$ cat src/rtl/seq_div_pkg.sv
package seq_div_pkg;
  typedef enum logic {
    ST_IDLE = 1'b0,
    ST_RUN  = 1'b1
  } div_state_e;
endpackage

$ cat src/rtl/div_operand_prep.sv
module div_operand_prep #(
  parameter int unsigned DATA_W = 32
) (
  input  logic [DATA_W-1:0] val_i,
  input  logic              signed_i,
  output logic [DATA_W-1:0] mag_o,
  output logic              neg_o
);
  assign neg_o = signed_i & val_i[DATA_W-1];
  assign mag_o = neg_o ? (~val_i + DATA_W'(1)) : val_i;
endmodule

$ cat src/rtl/div_restore_step.sv
module div_restore_step #(
  parameter int unsigned DATA_W = 32
) (
  input  logic              ovf_i,
  input  logic [DATA_W-1:0] hi_i,
  input  logic [DATA_W-1:0] lo_i,
  input  logic [DATA_W-1:0] divisor_i,
  input  logic              last_i,
  output logic              ovf_o,
  output logic [DATA_W-1:0] hi_o,
  output logic [DATA_W-1:0] lo_o
);
  logic [DATA_W:0]   diff;
  logic              q_bit;
  logic [DATA_W-1:0] kept_hi;

  // trial subtract on the upper half plus the bit shifted out last time
  assign diff    = {ovf_i, hi_i} - {1'b0, divisor_i};
  assign q_bit   = ~diff[DATA_W];
  assign kept_hi = q_bit ? diff[DATA_W-1:0] : hi_i;

  always_comb begin
    if (last_i) begin
      // final step: the upper half already holds the remainder
      ovf_o = 1'b0;
      hi_o  = kept_hi;
    end else begin
      ovf_o = kept_hi[DATA_W-1];
      hi_o  = {kept_hi[DATA_W-2:0], lo_i[DATA_W-1]};
    end
    lo_o = {lo_i[DATA_W-2:0], q_bit};
  end
endmodule

$ cat src/rtl/div_result_fix.sv
module div_result_fix #(
  parameter int unsigned DATA_W = 32
) (
  input  logic [DATA_W-1:0] quo_i,
  input  logic [DATA_W-1:0] rem_i,
  input  logic              neg_quo_i,
  input  logic              neg_rem_i,
  output logic [DATA_W-1:0] lo_o,
  output logic [DATA_W-1:0] hi_o
);
  assign lo_o = neg_quo_i ? (~quo_i + DATA_W'(1)) : quo_i;
  assign hi_o = neg_rem_i ? (~rem_i + DATA_W'(1)) : rem_i;
endmodule

$ cat src/rtl/seq_restoring_div.sv
module seq_restoring_div
  import seq_div_pkg::*;
#(
  parameter int unsigned DATA_W = 32
) (
  input  logic              clk_i,
  input  logic              rst_ni,
  input  logic              start_i,
  input  logic              signed_i,
  input  logic [DATA_W-1:0] dividend_i,
  input  logic [DATA_W-1:0] divisor_i,
  output logic              busy_o,
  output logic              done_o,
  output logic              div_zero_o,
  output logic [DATA_W-1:0] lo_o,
  output logic [DATA_W-1:0] hi_o
);
  localparam int unsigned CNT_W = (DATA_W > 2) ? $clog2(DATA_W) : 1;
  localparam logic [CNT_W-1:0] LAST_IDX = CNT_W'(DATA_W - 1);

  div_state_e        state_q;
  logic [CNT_W-1:0]  cnt_q;
  logic              ovf_q;
  logic [DATA_W-1:0] acc_hi_q, acc_lo_q, dvs_q;
  logic              neg_quo_q, neg_rem_q;
  logic              dz_q, done_q;
  logic [DATA_W-1:0] lo_q, hi_q;

  logic [DATA_W-1:0] dvd_mag, dvs_mag;
  logic              dvd_neg, dvs_neg;
  logic              last;
  logic              step_ovf;
  logic [DATA_W-1:0] step_hi, step_lo;
  logic [DATA_W-1:0] fix_lo, fix_hi;
  logic              accept;

  div_operand_prep #(.DATA_W(DATA_W)) dvd_prep_i (
    .val_i(dividend_i), .signed_i(signed_i), .mag_o(dvd_mag), .neg_o(dvd_neg)
  );

  div_operand_prep #(.DATA_W(DATA_W)) dvs_prep_i (
    .val_i(divisor_i), .signed_i(signed_i), .mag_o(dvs_mag), .neg_o(dvs_neg)
  );

  assign last = (cnt_q == '0);

  div_restore_step #(.DATA_W(DATA_W)) step_i (
    .ovf_i(ovf_q), .hi_i(acc_hi_q), .lo_i(acc_lo_q), .divisor_i(dvs_q),
    .last_i(last), .ovf_o(step_ovf), .hi_o(step_hi), .lo_o(step_lo)
  );

  div_result_fix #(.DATA_W(DATA_W)) fix_i (
    .quo_i(step_lo), .rem_i(step_hi), .neg_quo_i(neg_quo_q),
    .neg_rem_i(neg_rem_q), .lo_o(fix_lo), .hi_o(fix_hi)
  );

  assign accept = start_i & (state_q == ST_IDLE);

  always_ff @(posedge clk_i or negedge rst_ni) begin
    if (!rst_ni) begin
      state_q   <= ST_IDLE;
      cnt_q     <= '0;
      ovf_q     <= 1'b0;
      acc_hi_q  <= '0;
      acc_lo_q  <= '0;
      dvs_q     <= '0;
      neg_quo_q <= 1'b0;
      neg_rem_q <= 1'b0;
      dz_q      <= 1'b0;
      done_q    <= 1'b0;
      lo_q      <= '0;
      hi_q      <= '0;
    end else begin
      done_q <= 1'b0;
      if (accept) begin
        // load the dividend magnitude low, clear high, pre-shift by one
        state_q   <= ST_RUN;
        cnt_q     <= LAST_IDX;
        ovf_q     <= 1'b0;
        acc_hi_q  <= {{(DATA_W-1){1'b0}}, dvd_mag[DATA_W-1]};
        acc_lo_q  <= {dvd_mag[DATA_W-2:0], 1'b0};
        dvs_q     <= dvs_mag;
        neg_quo_q <= dvd_neg ^ dvs_neg;
        neg_rem_q <= dvd_neg;
        dz_q      <= (divisor_i == '0);
      end else if (state_q == ST_RUN) begin
        ovf_q    <= step_ovf;
        acc_hi_q <= step_hi;
        acc_lo_q <= step_lo;
        cnt_q    <= cnt_q - CNT_W'(1);
        if (last) begin
          state_q <= ST_IDLE;
          done_q  <= 1'b1;
          lo_q    <= fix_lo;
          hi_q    <= fix_hi;
        end
      end
    end
  end

  assign busy_o     = (state_q == ST_RUN);
  assign done_o     = done_q;
  assign div_zero_o = dz_q;
  assign lo_o       = lo_q;
  assign hi_o       = hi_q;
endmodule

$ cat config.mk
export PLATFORM = sky130hd
export DESIGN_NAME = seq_restoring_div
export DESIGN_NICKNAME = d
export VERILOG_FILES = /design/src/rtl/seq_div_pkg.sv /design/src/rtl/div_operand_prep.sv /design/src/rtl/div_restore_step.sv /design/src/rtl/div_result_fix.sv /design/src/rtl/seq_restoring_div.sv
export SDC_FILE = /design/constraint.sdc
export NUM_CORES = 1
export LEC_CHECK = 0
export BUFFER_PORTS_ARGS = -buffer_cell sky130_fd_sc_hd__buf_2
export CAP_MARGIN = 20
export CORE_AREA = 2 2 195 197
export CTS_CLUSTER_SIZE = 25
export DETAILED_ROUTE_END_ITERATION = 16
export DIE_AREA = 0 0 197 199
export GPL_TIMING_DRIVEN = 1
export PLACE_DENSITY_LB_ADDON = 0.08
export RECOVER_POWER = 100
export SLEW_MARGIN = 20
export SYNTH_ARGS = -nofsm -noshare
export SYNTH_HDL_FRONTEND = slang
export SYNTH_SLANG_ARGS = --single-unit
$ cat constraint.sdc
create_clock -name clk_i -period 6.91 [get_ports clk_i]
set_input_delay 2.073 -clock clk_i [delete_from_list [all_inputs] [get_ports clk_i]]
set_output_delay 2.073 -clock clk_i [all_outputs]
set_load 0.1 [all_outputs]
After elaboration in Yosys (flattened, before gate mapping)
Index checks and enable logic that the tools add are counted.

storage, ports and cells
  logic and storage cells = 54
  bits in registers = 171
  output and inout port bits = 67
  input port bits = 68

cells by class
  mux-type cells = 21
  bitwise operators = 11
  add/subtract/negate cells = 6
  reductions and logical operators = 4

operators with widths
  operator                                                            count
  32-bit 2-to-1 mux                                                   10
  32-bit by 1-bit adder with 32-bit output, second input constant     4
  32-bit inverter                                                     4
  33-bit by 32-bit subtractor with 33-bit output                      1
  32-bit zero test                                                    1
  5-bit 2-to-1 mux                                                    2
  1-bit 2-to-1 mux                                                    9
  5-bit zero test                                                     1
  5-bit by 1-bit subtractor with 5-bit output, second input constant  1
  1-bit AND                                                           3
  1-bit inverter                                                      3
  3-bit AND reduction                                                 1
  2-bit nonzero test                                                  1
  1-bit bitwise XOR                                                   1

Longest topological paths before layout
  depth after elaboration = 6
  mapped depth = 25
  depth with buffers taken out = 21

Modules after synthesis
Synthesis repeated with hierarchy kept, for this count alone.

unflattened totals
  cell total of the unflattened synthesis = 1341
  area total of the unflattened synthesis = 12787.3 um2

by module, submodules not included
  module             sequential area each (um2)  cells an instance  instances  area an instance (um2)
  seq_restoring_div  4279.1                      536                1          6887.9
  div_restore_step   0.0                         404                1          3032.9
  div_result_fix     0.0                         189                1          1452.6
  div_operand_prep   0.0                         106                2          706.9

Worst setup path before layout
OpenSTA, ideal clock, no wires.

  path type = in2reg
  start point = input port divisor_i[8]
  end point = register dvs_q[30]
  cell stages on the path = 11
  setup slack = 2052 ps
  setup time = 134 ps
  data required time = 6776 ps
  arrival = 4724 ps
  buffers on the path = 0
  cells stage by stage = nor3_1 > nand2b_1 > nor4_1 > nand2b_1 > or4_1 > or4_1 > or4_1 > nor4_1 > a21oi_1 > xnor2_1 > o21ai_0

on the way
  word-level cells in the longest chain between the ends = 3

RTL lines
  element                                   RTL line                 text
  start: declaration                        seq_restoring_div.sv:11  input logic [DATA_W-1:0] divisor_i,
  32-bit inverter                           div_operand_prep.sv:10   assign mag_o = neg_o ? (~val_i + DATA_W'(1)) : val_i;
  32-bit by 1-bit adder with 32-bit output  div_operand_prep.sv:10
  32-bit 2-to-1 mux                         div_operand_prep.sv:10
  end signal: assignment                    seq_restoring_div.sv:82  dvs_q <= dvs_mag;
  end: declaration                          seq_restoring_div.sv:24  logic [DATA_W-1:0] acc_hi_q, acc_lo_q, dvs_q;

Every way passes these cells.
A chain may end at the register's enable or synchronous reset.

Worst setup path after layout
  start point = register acc_hi_q[23]
  end point = register hi_q[24], in the netlist hi_o[24]

on the way
  word-level cells in the longest chain between the ends = 6

RTL lines
  element                                         RTL line                 text
  start: declaration                              seq_restoring_div.sv:24
  start signal: assignment                        seq_restoring_div.sv:80  acc_hi_q <= {{(DATA_W-1){1'b0}}, dvd_mag[DATA_W-1]};
  start signal: assignment                        seq_restoring_div.sv:88  acc_hi_q <= step_hi;
  33-bit by 32-bit subtractor with 33-bit output  div_restore_step.sv:18   assign diff = {ovf_i, hi_i} - {1'b0, divisor_i};
  32-bit 2-to-1 mux *                             div_restore_step.sv:20   assign kept_hi = q_bit ? diff[DATA_W-1:0] : hi_i;
  32-bit 2-to-1 mux *                             div_restore_step.sv:23   if (last_i) begin
  32-bit inverter                                 div_result_fix.sv:12     assign hi_o = neg_rem_i ? (~rem_i + DATA_W'(1)) : rem_i;
  32-bit by 1-bit adder with 32-bit output        div_result_fix.sv:12
  32-bit 2-to-1 mux *                             div_result_fix.sv:12
  end signal: assignment                          seq_restoring_div.sv:95  hi_q <= fix_hi;
  end: declaration                                seq_restoring_div.sv:27  logic [DATA_W-1:0] lo_q, hi_q;

Every way passes the cells marked *; elsewhere a longest branch is shown, timed or not.

==> impl_results.md <==
- Worst hold stages: 2
- Top cells by count, synth: nand2_1 (284), o21ai_0 (222), dfrtp_1 (171)
- Share of the synthesized area in the top cell type: 33.5%
- Critical-path cell list: ha_1, a21o_1, o21bai_1, a311oi_1, o21ai_0, nor3_4, nor2_4, inv_1, buf_4, nor2_1, a21oi_1, nor2_1, a21oi_1, ha_1, nand3_1, nor4_1, clkbuf_1, nand4_1, o21ai_0, xor2_1, o21ai_0
- Cell area after synthesis: 12800 µm²
- Clock Tree Root: clkbuf_16
- Syn Area/Cell: 7.92 µm²
- Fmax: 175 MHz
- RSZ-0062 raised after global routing: no
- CTS clk-pin slew, worst paths: 70 ps
- Vias in the first global route: 10600
- Worst-case clock buffer depth: 2
- Yosys warns: 0
- Die width: 197 µm
- Antenna diodes: 0
- CP max stage cell: nor3_4
- Post-route ant nets: 0
- Max transition margin: -57.1%
- Flops & latches, synth: 171
- CTS Sinks: 171
- Post CTS Setup Buffer Count: 0
- Largest net degree at the start of global routing: 98
- WP data required: 7210 ps
- Initial antenna violation count: 0
- Critical path launch point type: flip-flop
- Area leader, netlist: dfrtp_1
- Clock buffer count from CTS: 17
- Post-cts sizing count: 0
- Register-to-Register Path Depth: 21
- Synth async-reset ratio: 100%
- Mapped Cells: 1613
- CTS tree: done
- Crit-path max cell delay: 570 ps
- Number of hold violations in the final report: 0
- Reg2reg setup slack: 1200 ps
- Worst-Skew Late Latency: 460 ps
- DRC viols: 0
- Post-detailed-routing wire length: 40.9 mm
- R2r endpoint: hi_o[24]$_DFFE_PN0P_
- Multi-input logic area: 7860 µm²
- XOR/XNOR share of the synthesized area: 9.52%
- Status: finished with violations
- Max-cap violations: 3
- Crit end category: flip-flop
- Final setup viols: 0
- Syn nets: 1719
- Die height: 199 µm
- Drt initial violations: 885
- CP arrival: 6010 ps
- Fin Setup TNS: 0 ps
- Wire length of the first global-routing pass: 63.4 mm
- Routed vias: 11800
- Area contributors post-synth: dfrtp_1 (33%), o21ai_0 (8.7%), nand2_1 (8.3%)
- Gr usage total: 20.9%
- Final Net Count: 1792
- Synth cell types: 78
- Post-route clock period utilization: 82.6%
- Routability Congestion: 0.872
- Die ar.: 39200 µm²
- I/O Pins: 135
- Layout cell share with drive strength beyond 1: 7.95%
- Max Clock Skew: 14.3 ps
- Compound-Gate Fraction of Synth Area: 23.5%
- Multiplexer share of the synthesized area: 3.62%
- Adder-Cell Fraction of Synth Area: 3.78%
- Register Area: 4280 µm²
- Min-Delay Path Class: flip-flop to flip-flop
- Worst hold endpoint: hi_o[14]$_DFFE_PN0P_
- Worst Hold Launch: hi_o[14]$_DFFE_PN0P_
- DR pass1 iterations: 5
- Main combinational cell family by area after synthesis: compound AO/OA/AOI/OAI gates
- Failing checks: max-capacitance violations, max-slew violations
- Grt ovf: 0
- # H-tree levels: 4
- Port bufs: 134
- Via density: 5.42
- Final min period: 5710 ps
- Area growth syn-to-layout: 11.5%
- Number of synthesized flops with an enable pin: 0
- Critical path peak fanout: 14
- Fin. max-slew vios: 212
- Seq/Total Area, Yosys: 33.5%
- Fill count: 3994
- Core area: 37100 µm²
- Worst reg2reg startpoint: acc_hi_q[23]$_DFFE_PN0P_
- Rows: 71
- Placed wire-length estimate: 30.9 mm
- Ys flop type: dfrtp_1
- Initial Util: 34.4%
- Avg WL per Cell: 18.8 µm
- Worst-margin pin slew: 2360 ps
- Worst Path Class, Setup: flip-flop to flip-flop
- Most common cell in the netlist: nand2_1
- Post-Synth Simple-Gate Area: 21.2%
- Hold-fix buffer count after cts: 0
- Crit path top cell by count: o21ai_0
layout make-up:
class | instances | share of cell area (%)
multi-input cells | 1285 | 55.1
clock buffers | 20 | 3.20
well taps | 474 | 4.16
inverters | 61 | 1.61
clock inverters | 11 | 0.939
repair buffers | 150 | 4.91
flip-flops and latches | 171 | 30.0
flip-flops by register name (all words and copies together) (netlist names):
signal	flops
hi_o	32
acc_lo_q	32
done_o	1
busy_o	1
div_zero_o	1
neg_rem_q	1
acc_hi_q	32
cnt_q	5
neg_quo_q	1
lo_o	32
ovf_q	1
dvs_q	32
placed cells by master, fill, tap and decap left out, drive strengths merged, types with 5 or more instances in the layout:
cell / count
nor4: 15
o211ai: 14
mux2i: 29
xnor2: 47
inv: 64
o31ai: 39
ha: 37
clkbuf: 97
a21oi: 86
nand2: 284
a21o: 9
and3: 10
a21boi: 9
buf: 73
nor3: 30
and2: 13
nand2b: 33
or3: 13
a31oi: 17
mux2: 10
nor2b: 10
o21ai: 231
or4: 18
o41ai: 10
nor2: 74
nand3: 40
a211o: 5
o21a: 9
a2111oi: 9
xor2: 92
nand4: 23
a211oi: 11
dfrtp: 171
logic make-up after synthesis:
logic type,count (synthesis)
buffers and inverters,157
adders and majority gates,38
and+or+nand+nor,578
AOI/OAI and AO/OA,489
xor gates and xnor gates,139
DFF,171
muxes,41
worst max-delay path, delay by kind of cell (launching register included):
kind	cells	cell delay, ps
and+or+nand+nor	7	1330
xor gates and xnor gates	1	210
adders and majority gates	2	720
AOI/OAI and AO/OA	8	2300
buffers and inverters	3	550
DFF	1	470
metrics by stage:
step	cell area (µm²)	worst slack, ps	instances	hold WS (ps)	util [%]
floorplan	12800	2050	1613	450	-
global placement	13800	1520	2141	448	37.2
detailed placement	13800	1460	2141	454	37.2
CTS	14400	1590	2172	469	38.8
global route	14300	691	2172	507	38.4
finish	14300	1200	2172	466	38.4
worst max-delay path by stage:
stage                                  start               endpoint  slack, ps  depth (start not counted)
floorplan                       divisor_i[8]  dvs_q[30]$_DFFE_PN0P_       2050                         11
global placement                divisor_i[8]  dvs_q[30]$_DFFE_PN0P_       1520                         12
detailed placement              divisor_i[4]  dvs_q[30]$_DFFE_PN0P_       1460                         10
CTS                 acc_hi_q[23]$_DFFE_PN0P_   hi_o[24]$_DFFE_PN0P_       1590                         21
global route        acc_hi_q[23]$_DFFE_PN0P_   hi_o[24]$_DFFE_PN0P_        690                         21
finish              acc_hi_q[23]$_DFFE_PN0P_   hi_o[24]$_DFFE_PN0P_       1200                         21
routing by layer:
layer / vias to the layer above / routed length, µm / global-route usage (%)
met2: 267 / 15900 / 27.8
met3: 21 / 1800 / 3.20
li1: 5909 / - / -
met5: - / 0 / 0
met4: 0 / 338 / 3.65
met1: 5572 / 22900 / 34.8
Power is left out: the tool's default activity adds up to more than one toggle a clock period on the data nets, which glitch-free logic cannot reach.
